==> src/rtl/dmach_pkg.sv <==
package dmach_pkg;
  localparam int STAT_W   = 16;
  localparam int B_RUN    = 15;
  localparam int B_PAUSE  = 14;
  localparam int B_FLUSH  = 13;
  localparam int B_WAKE   = 12;
  localparam int B_DEAD   = 11;
  localparam int B_ACTIVE = 10;
  localparam int B_BT     = 8;
  localparam logic [STAT_W-1:0] CTRL_WRITABLE = 16'hF0FF;

  localparam int IDX_CTRL = 0;
  localparam int IDX_STAT = 1;
  localparam int IDX_PTR  = 3;
  localparam int IDX_ISEL = 4;
  localparam int IDX_BSEL = 5;
  localparam int IDX_WSEL = 6;

  // masked merge followed by the ordered implication rules
  function automatic logic [STAT_W-1:0] ctrl_merge(input logic [STAT_W-1:0] old,
                                                   input logic [31:0] wr);
    logic [STAT_W-1:0] m;
    logic [STAT_W-1:0] n;
    m = wr[31:16] & CTRL_WRITABLE;
    n = (wr[15:0] & m) | (old & ~m);
    if (n[B_WAKE]) n[B_ACTIVE] = 1'b1;
    if (n[B_RUN]) begin
      n[B_ACTIVE] = 1'b1;
      n[B_DEAD]   = 1'b0;
    end
    if (n[B_PAUSE]) n[B_ACTIVE] = 1'b0;
    if (old[B_RUN] && !n[B_RUN]) begin
      n[B_ACTIVE] = 1'b0;
      n[B_DEAD]   = 1'b0;
    end
    return n;
  endfunction
endpackage

==> src/rtl/dmach_status.sv <==
module dmach_status
  import dmach_pkg::*;
(
  input  logic              clk,
  input  logic              rst_n,
  input  logic              ctrl_wr,
  input  logic              stat_wr,
  input  logic [31:0]       wdata,
  input  logic              kill,
  input  logic              clr_wake,
  input  logic              set_bt,
  input  logic              clr_bt,
  output logic [STAT_W-1:0] status_q,
  output logic              start_o,
  output logic              flush_req_o,
  output logic              irq_o
);
  logic [STAT_W-1:0] ctrl_merged;
  logic [STAT_W-1:0] after_bus;
  logic [STAT_W-1:0] status_d;

  assign ctrl_merged = ctrl_merge(status_q, wdata);

  always_comb begin
    after_bus = status_q;
    if (ctrl_wr)      after_bus = ctrl_merged;
    else if (stat_wr) after_bus = wdata[STAT_W-1:0];
    status_d = after_bus;
    if (kill) begin
      status_d[B_DEAD]   = 1'b1;
      status_d[B_ACTIVE] = 1'b0;
    end
    if (clr_wake) status_d[B_WAKE] = 1'b0;
    if (set_bt)      status_d[B_BT] = 1'b1;
    else if (clr_bt) status_d[B_BT] = 1'b0;
  end

  always_ff @(posedge clk) begin
    if (!rst_n) begin
      status_q    <= '0;
      start_o     <= 1'b0;
      flush_req_o <= 1'b0;
      irq_o       <= 1'b0;
    end else begin
      status_q    <= status_d;
      start_o     <= ctrl_wr && status_d[B_ACTIVE];
      flush_req_o <= ctrl_wr && status_d[B_FLUSH];
      irq_o       <= kill;
    end
  end

  assert_kill_R9: assert property (@(posedge clk) disable iff (!rst_n)
    kill |=> (status_q[B_DEAD] && !status_q[B_ACTIVE] && irq_o));
  assert_start_active_R5: assert property (@(posedge clk) disable iff (!rst_n)
    start_o |-> status_q[B_ACTIVE]);
  assert_flush_state_R5: assert property (@(posedge clk) disable iff (!rst_n)
    flush_req_o |-> status_q[B_FLUSH]);
  assert_pause_stops_R3: assert property (@(posedge clk) disable iff (!rst_n)
    (ctrl_wr && wdata[16+B_PAUSE] && wdata[B_PAUSE]) |=> !status_q[B_ACTIVE]);
  assert_run_fall_R4: assert property (@(posedge clk) disable iff (!rst_n)
    (ctrl_wr && !kill && status_q[B_RUN] && wdata[16+B_RUN] && !wdata[B_RUN])
      |=> (!status_q[B_ACTIVE] && !status_q[B_DEAD]));
  assert_set_bt_R10: assert property (@(posedge clk) disable iff (!rst_n)
    set_bt |=> status_q[B_BT]);
  assert_clr_wake_R10: assert property (@(posedge clk) disable iff (!rst_n)
    clr_wake |=> !status_q[B_WAKE]);
endmodule

==> src/rtl/dmach_cmdptr.sv <==
module dmach_cmdptr #(
  parameter int DATA_W    = 32,
  parameter int ALIGN_LSB = 4
) (
  input  logic              clk,
  input  logic              rst_n,
  input  logic              wr,
  input  logic              locked,
  input  logic [DATA_W-1:0] wdata,
  output logic [DATA_W-1:0] ptr_q,
  output logic              reload_o
);
  localparam logic [DATA_W-1:0] KEEP_MASK = ~((DATA_W'(1) << ALIGN_LSB) - DATA_W'(1));

  logic accept;
  assign accept = wr && !locked;   // lock

  always_ff @(posedge clk) begin
    if (!rst_n) begin
      ptr_q    <= '0;
      reload_o <= 1'b0;
    end else begin
      if (accept) ptr_q <= wdata & KEEP_MASK;
      reload_o <= accept;
    end
  end

  assert_ptr_locked_R6: assert property (@(posedge clk) disable iff (!rst_n)
    (wr && locked) |=> ($stable(ptr_q) && !reload_o));
  assert_ptr_aligned_R6: assert property (@(posedge clk) disable iff (!rst_n)
    reload_o |-> (ptr_q[ALIGN_LSB-1:0] == '0));
  assert_ptr_taken_R6: assert property (@(posedge clk) disable iff (!rst_n)
    accept |=> (ptr_q[DATA_W-1:ALIGN_LSB] == $past(wdata[DATA_W-1:ALIGN_LSB])));
endmodule

==> src/rtl/dmach_selbank.sv <==
module dmach_selbank #(
  parameter int DATA_W = 32,
  parameter int N_SEL  = 3
) (
  input  logic                          clk,
  input  logic                          rst_n,
  input  logic [N_SEL-1:0]              wr,
  input  logic [DATA_W-1:0]             wdata,
  output logic [N_SEL-1:0][DATA_W-1:0]  sel_q
);
  for (genvar g = 0; g < N_SEL; g++) begin : g_sel
    always_ff @(posedge clk) begin
      if (!rst_n)     sel_q[g] <= '0;
      else if (wr[g]) sel_q[g] <= wdata;
    end

    assert_sel_store_R7: assert property (@(posedge clk) disable iff (!rst_n)
      wr[g] |=> (sel_q[g] == $past(wdata)));
  end
endmodule

==> src/rtl/dmach_regfile.sv <==
module dmach_regfile
  import dmach_pkg::*;
#(
  parameter int ADDR_W    = 7,
  parameter int DATA_W    = 32,
  parameter int PTR_ALIGN = 4
) (
  input  logic              clk,
  input  logic              rst_n,
  input  logic              req_valid,
  output logic              req_ready,
  input  logic              req_write,
  input  logic [ADDR_W-1:0] req_addr,
  input  logic [DATA_W-1:0] req_wdata,
  output logic              rsp_valid,
  output logic [DATA_W-1:0] rsp_rdata,
  input  logic              seq_kill,
  input  logic              seq_clr_wake,
  input  logic              seq_set_bt,
  input  logic              seq_clr_bt,
  output logic [STAT_W-1:0] status_o,
  output logic [DATA_W-1:0] cmd_ptr_o,
  output logic [DATA_W-1:0] intr_sel_o,
  output logic [DATA_W-1:0] br_sel_o,
  output logic [DATA_W-1:0] wait_sel_o,
  output logic              start_o,
  output logic              flush_req_o,
  output logic              reload_o,
  output logic              irq_o
);
  localparam int IDX_W = ADDR_W - 2;
  localparam int N_SEL = 3;

  logic [IDX_W-1:0] idx;
  logic             rd_acc, wr_acc;
  logic             hit_ctrl, hit_stat, hit_ptr, hit_isel, hit_bsel, hit_wsel;
  logic [N_SEL-1:0] sel_wr;
  logic [N_SEL-1:0][DATA_W-1:0] sel_q;
  logic [DATA_W-1:0] rd_mux;
  logic             addr_lo_unused;

  assign req_ready      = 1'b1;
  assign idx            = req_addr[ADDR_W-1:2];
  assign addr_lo_unused = ^req_addr[1:0];
  assign rd_acc         = req_valid && req_ready && !req_write;
  assign wr_acc         = req_valid && req_ready && req_write;

  assign hit_ctrl = (int'(idx) == IDX_CTRL);
  assign hit_stat = (int'(idx) == IDX_STAT);
  assign hit_ptr  = (int'(idx) == IDX_PTR);
  assign hit_isel = (int'(idx) == IDX_ISEL);
  assign hit_bsel = (int'(idx) == IDX_BSEL);
  assign hit_wsel = (int'(idx) == IDX_WSEL);
  assign sel_wr   = {wr_acc && hit_wsel, wr_acc && hit_bsel, wr_acc && hit_isel};

  dmach_status u_status (
    .clk(clk), .rst_n(rst_n),
    .ctrl_wr(wr_acc && hit_ctrl), .stat_wr(wr_acc && hit_stat),
    .wdata(req_wdata[31:0]),
    .kill(seq_kill), .clr_wake(seq_clr_wake), .set_bt(seq_set_bt), .clr_bt(seq_clr_bt),
    .status_q(status_o), .start_o(start_o), .flush_req_o(flush_req_o), .irq_o(irq_o)
  );

  dmach_cmdptr #(.DATA_W(DATA_W), .ALIGN_LSB(PTR_ALIGN)) u_ptr (
    .clk(clk), .rst_n(rst_n),
    .wr(wr_acc && hit_ptr),
    .locked(status_o[B_RUN] || status_o[B_ACTIVE]),
    .wdata(req_wdata), .ptr_q(cmd_ptr_o), .reload_o(reload_o)
  );

  dmach_selbank #(.DATA_W(DATA_W), .N_SEL(N_SEL)) u_sel (
    .clk(clk), .rst_n(rst_n), .wr(sel_wr), .wdata(req_wdata), .sel_q(sel_q)
  );

  assign intr_sel_o = sel_q[0];
  assign br_sel_o   = sel_q[1];
  assign wait_sel_o = sel_q[2];

  // read decode; control and unlisted indices read zero
  always_comb begin
    rd_mux = '0;
    if (hit_stat)      rd_mux = {{(DATA_W-STAT_W){1'b0}}, status_o};
    else if (hit_ptr)  rd_mux = cmd_ptr_o;
    else if (hit_isel) rd_mux = sel_q[0];
    else if (hit_bsel) rd_mux = sel_q[1];
    else if (hit_wsel) rd_mux = sel_q[2];
  end

  always_ff @(posedge clk) begin
    if (!rst_n) begin
      rsp_valid <= 1'b0;
      rsp_rdata <= '0;
    end else begin
      rsp_valid <= rd_acc;
      if (rd_acc) rsp_rdata <= rd_mux;
    end
  end

  assert_rsp_follows_R8: assert property (@(posedge clk) disable iff (!rst_n)
    rd_acc |=> rsp_valid);
  assert_rsp_only_R8: assert property (@(posedge clk) disable iff (!rst_n)
    !rd_acc |=> !rsp_valid);
  assert_ctrl_reads_zero_R7: assert property (@(posedge clk) disable iff (!rst_n)
    (rd_acc && hit_ctrl) |=> (rsp_rdata == '0));
endmodule

==> config.mk <==
export PLATFORM = sky130hd
export DESIGN_NAME = dmach_regfile
export DESIGN_NICKNAME = d
export VERILOG_FILES = /design/src/rtl/dmach_pkg.sv /design/src/rtl/dmach_status.sv /design/src/rtl/dmach_cmdptr.sv /design/src/rtl/dmach_selbank.sv /design/src/rtl/dmach_regfile.sv
export SDC_FILE = /design/constraint.sdc
export NUM_CORES = 1
export LEC_CHECK = 0
export BUFFER_PORTS_ARGS = -buffer_cell sky130_fd_sc_hd__buf_2
export CORE_MARGIN = 4
export CORE_UTILIZATION = 51
export DETAILED_ROUTE_END_ITERATION = 7
export GPL_TIMING_DRIVEN = 0
export PLACE_DENSITY = 0.79
export REMOVE_ABC_BUFFERS = 1
export SLEW_MARGIN = 10
export SYNTH_ARGS = -nofsm -noshare
export SYNTH_HDL_FRONTEND = slang
export SYNTH_SLANG_ARGS = --single-unit
export TNS_END_PERCENT = 30
==> constraint.sdc <==
create_clock -name clk -period 2.2 [get_ports clk]
set_input_delay 0.22 -clock clk [delete_from_list [all_inputs] [get_ports clk]]
set_output_delay 0.22 -clock clk [all_outputs]
set_load 0.005 [all_outputs]
Yosys cells after proc, flatten, opt, wreduce, memory -nomap -nowiden
Cells that the tools add are included.

storage, ports and cells
  flip-flop bits (word level) = 177
  input bits = 47
  output and inout port bits = 182
  logic and storage cells = 60

operators by class
  equal/unequal tests = 5
  muxes and demuxes = 14
  bitwise operators = 5
  reductions and logical operators = 21

operators with widths
  kind                                                  count
  two-way mux 32 bit                                    5
  bitwise AND 16 bit                                    2
  two-way mux 16 bit                                    2
  NOT 16 bit                                            1
  bitwise OR 16 bit                                     1
  equality test 5 x 4 -> 1 bit (second input constant)  3
  logical AND 1 bit                                     12
  two-way mux 2 bit                                     3
  equality test 5 x 2 -> 1 bit (second input constant)  1
  equality test 5 x 3 -> 1 bit (second input constant)  1
  logical NOT 5 bit                                     1
  two-way mux 1 bit                                     4
  nonzero test 4 bit                                    1
  logical NOT 1 bit                                     3
  nonzero test 3 bit                                    1
  nonzero test 2 bit                                    1
  OR reduction 2 bit                                    1
  logical OR 1 bit                                      1
  NOT 1 bit                                             1

Logic depth before layout (Yosys ltp)
  depth in word-level cells = 10
  depth in mapped cells = 8
  gate-level depth less buffers = 4

Cells and area by module
A second synthesis with hierarchy kept.

second synthesis, totals
  cells, all modules = 886
  area total of the unflattened synthesis = 8,431.8 um^2

modules (own cells, without submodules)
  module         instances  cells each  area an instance (um^2)  sequential area each (um^2)
  dmach_selbank  1          310         3,753.6                  1,921.8
  dmach_regfile  1          362         2,616.3                  660.6
  dmach_cmdptr   1          129         1,198.6                  580.6
  dmach_status   1          85          863.3                    380.4

Worst setup path before layout
No wires, ideal clock.

  kind = input -> register
  from = input req_addr[3]
  to = register u_sel.sel_q[25] (netlist name)
  setup time = 0.115 ns
  arrival time = 1.787 ns
  required time = 2.085 ns
  slack = 0.297 ns
  stages on the path = 8
  path buffers = 4
  cells stage by stage = buf_6 -> or4b_4 -> buf_6 -> or3b_1 -> buf_6 -> buf_6 -> nand3_1 -> o21ai_2

between the ends
  word-level cells in the longest chain between the ends = 2

RTL lines
  item                             line                 source
  from (decl)                      dmach_regfile.sv:13  input logic [ADDR_W-1:0] req_addr,
  equality test 5 x 4 -> 1 bit     dmach_regfile.sv:51  assign hit_isel = (int'(idx) == IDX_ISEL);
  logical AND 1 bit                dmach_regfile.sv:54  assign sel_wr = {wr_acc && hit_wsel, wr_acc && hit_bsel, wr_acc && hit_isel};
  to (signal, indexed assignment)  dmach_selbank.sv:14  else if (wr[g]) sel_q[g] <= wdata;
  to (decl)                        dmach_selbank.sv:9   output logic [N_SEL-1:0][DATA_W-1:0] sel_q

Every way passes these cells.
A chain may end at the register's enable or synchronous reset.

Worst setup path after layout
  from = input req_addr[6]
  to = register u_sel.sel_q[84] (netlist name)

between the ends
  word-level cells in the longest chain between the ends = 2

RTL lines
  item                          line                 source
  equality test 5 x 4 -> 1 bit  dmach_regfile.sv:53  assign hit_wsel = (int'(idx) == IDX_WSEL);
  logical AND 1 bit             dmach_regfile.sv:54

Every way passes these cells.

==> flow_summary.json <==
{
  "final_hold_viol_count": 0,
  "cts-root-buf": "clkbuf_16",
  "whs_endpoint": "u_sel.sel_q[37]",
  "worstReg2RegStart": "u_status.status_q[15]",
  "fmax_ghz": 0.465,
  "finalCriticalPeriod_ps": 2150,
  "nFillCells": 1242,
  "fin_ws_ps": 51.8,
  "synth_top_area_share_pct": 47.5,
  "synth_cells": 884,
  "clkTransAtPathRegs_ps": 70,
  "holdCritStartpoint": "req_wdata[5]",
  "ys_async_sr_fraction_pct": 0,
  "via_count": 7299,
  "dr_wl_met2_um": 11200,
  "setup_tns_ps": 0,
  "design_area_um2": 9320,
  "grt_pass1_vias": 6856,
  "vias_per_cell": 5.81,
  "min_period_over_period_pct": 97.6,
  "synthesis.area_um2": 7460,
  "postRouteAntennaNets": 0,
  "yosysMostFrequentCell": "dfxtp_1",
  "synth_edf_count": 0,
  "grt_max_degree": 98,
  "worstPathArrival_ps": 2490,
  "cts_made_buffers": 17,
  "ys_seq_area_share_pct": 47.5,
  "grt_pass1_wl_um": 36300,
  "synthToLayoutAreaGrowth_pct": 24.9,
  "final_core_util_pct": 66.1,
  "irDropWorstVdd_mv": 0.448,
  "wl_met1_um": 9660,
  "yosys-top-cells-count": "dfxtp_1 (177), nand2_1 (155), nand3_1 (93), o21ai_0 (83), a21oi_1 (74)",
  "drt-initial-drc-count": 680,
  "final_cell_count_no_fill": 1256,
  "worstMarginPinSlew_ps": 1030,
  "drive_above_1_share_pct": 29.1,
  "gp_congestion": 0.845,
  "clk_path_buf_depth": 2,
  "fin_nets": 1110,
  "die_h_um": 129,
  "wl_met3_um": 2130,
  "r2r-end": "u_ptr.ptr_q[19]",
  "avgSynthCellArea_um2": 8.44,
  "dieWidth_um": 129,
  "powerDensity_nw_per_um2": 729,
  "leakage_nw": 4.03,
  "hold_path_depth": 3,
  "setup_viol": 0,
  "critPathRequiredTime_ps": 2540,
  "total_power_mw": 6.79,
  "maxCapViolCount": 0,
  "grt_overflow_total": 0,
  "port-buffer-count": 221,
  "hpwl_um": 15200,
  "post-place-ws_ps": -867,
  "synth_warnings": 0,
  "antenna_found_initial": 0,
  "cts_max_level": 4,
  "hold_ws_ps": 38.5,
  "r2r_cells": 6,
  "placed_area_um2": 8610,
  "end_kind": "register",
  "hold_path_class": "input pin to register",
  "critPathLaunchType": "input pin",
  "synthTopCellsByArea": "dfxtp_1 (48%), nand2_1 (7.8%), mux2i_1 (7.5%), nand3_1 (6.2%), o21ai_0 (5.6%)",
  "cts_sinks": 177,
  "cp_max_fo": 32,
  "yosysTopAreaCell": "dfxtp_1",
  "dominantRegCellSynth": "dfxtp_1",
  "core_um2": 14100,
  "drc": 0,
  "reg2reg_slack_ps": 810,
  "num_rows": 43,
  "status": "completed",
  "maxSlewViolCount": 0,
  "n_antenna_cell": 0,
  "start_util_pct": 52.9,
  "grtUsageTotal_pct": 27.7,
  "clk_latency_ps": 430,
  "die-area_um2": 16600,
  "rsz0062_at_grt": "no",
  "critical_path_class": "input pin to register",
  "synth.distinct_cells": 46,
  "wl_um": 23500,
  "drtPass1Iterations": 5,
  "slew_headroom_pct": 31.5,
  "ys_seq_elements": 177,
  "ioPinCount": 229,
  "tritoncts": "done",
  "fin_skew_ps": 7.27,
  "wire_per_inst_um": 18.7,
  "dp_cells": 1217,
  "top_layer": "met4"
}
area by class of cell:
cell class | instances | area (um2) | share of cell area [%]
Multi-Input combinational cell | 624 | 3570 | 38.3
Inverter | 6 | 22.5 | 0.242
Tap cell | 180 | 225 | 2.42
Sequential cell | 177 | 3540 | 38.0
Clock buffer | 23 | 478 | 5.13
Timing Repair Buffer | 237 | 1350 | 14.4
Clock inverter | 9 | 130 | 1.40
routing by layer:
layer | vias to the layer above | track usage, %
li1 | 3457 | -
met1 | 3418 | 35.9
met4 | 0 | 9.94
met2 | 380 | 45.3
met5 | - | 0
met3 | 44 | 6.39
what timing repair did:
action,in CTS,in global routing
pin swaps,2,1
cloned,0,0
hold endpoints to repair,2,0
gates resized for setup,5,2
setup buffers,5,0
endpoints found under the setup margin,102,9
hold buffers,2,0
logic make-up (layout without fill, tap and decap cells):
group           Yosys count  count (layout)  share of synthesized area, %
compound gates          241             241                          19.8
buf+inv                  86             275                          5.57
flops                   177             177                          47.5
mux                      56              56                          7.52
other cells               2               5                         0.101
simple gates            322             322                          19.5
critical path: stages:
cell,delay (ps)
buf_2,140
nor3b_4,860
and3_2,920
nand2_1,160
a21oi_1,170
worst max-delay path by stage:
stage,end,start,slack (ps),cells after the start
after floorplan,u_sel.sel_q[0],req_addr[3],-420,4
after global placement,rsp_rdata[19],rst_n,-3150,5
after detailed placement,rsp_rdata[16],req_addr[2],-870,5
after CTS,register,req_addr[2],40,6
after global routing,rsp_rdata[18],rst_n,9,6
final,u_sel.sel_q[84],req_addr[6],50,5
sequential cells by signal, summed over array words and instances, names as in the netlist, named ones only:
register and flops:
u_status.irq_o 1, u_status.flush_req_o 1, u_status.start_o 1, u_ptr.ptr_q 28
u_ptr.reload_o 1, u_sel.sel_q 96, rsp_rdata 32, rsp_valid 1
u_status.status_q 8
layout by cell type (no fill, tap or decap), types with 4 or more instances in the layout:
cell type,Yosys,final
buf_2,4,219
dfxtp_1,177,177
nand2_1,155,155
nand3_1,93,92
o21ai_0,83,83
a21oi_1,74,74
mux2i_1,56,56
nor2_1,38,36
o21ai_2,32,32
a221oi_1,17,17
clkbuf_16,0,17
o2bb2ai_1,12,12
o21ai_1,7,6
inv_1,5,5
and2_1,5,5
conb_1,2,5
buf_4,5,5
buf_12,0,5
o31ai_1,4,4
nor2b_1,6,4
a31oi_1,4,4
o32ai_1,4,4
report_power, final:
part | switching, mW | total [mW] | internal (mW)
combinational | 0.280 | 0.409 | 0.128
sequential | 0.0170 | 3.25 | 3.23
clock | 1.26 | 3.13 | 1.88
No activity file was read; power rests on OpenSTA's default activity.
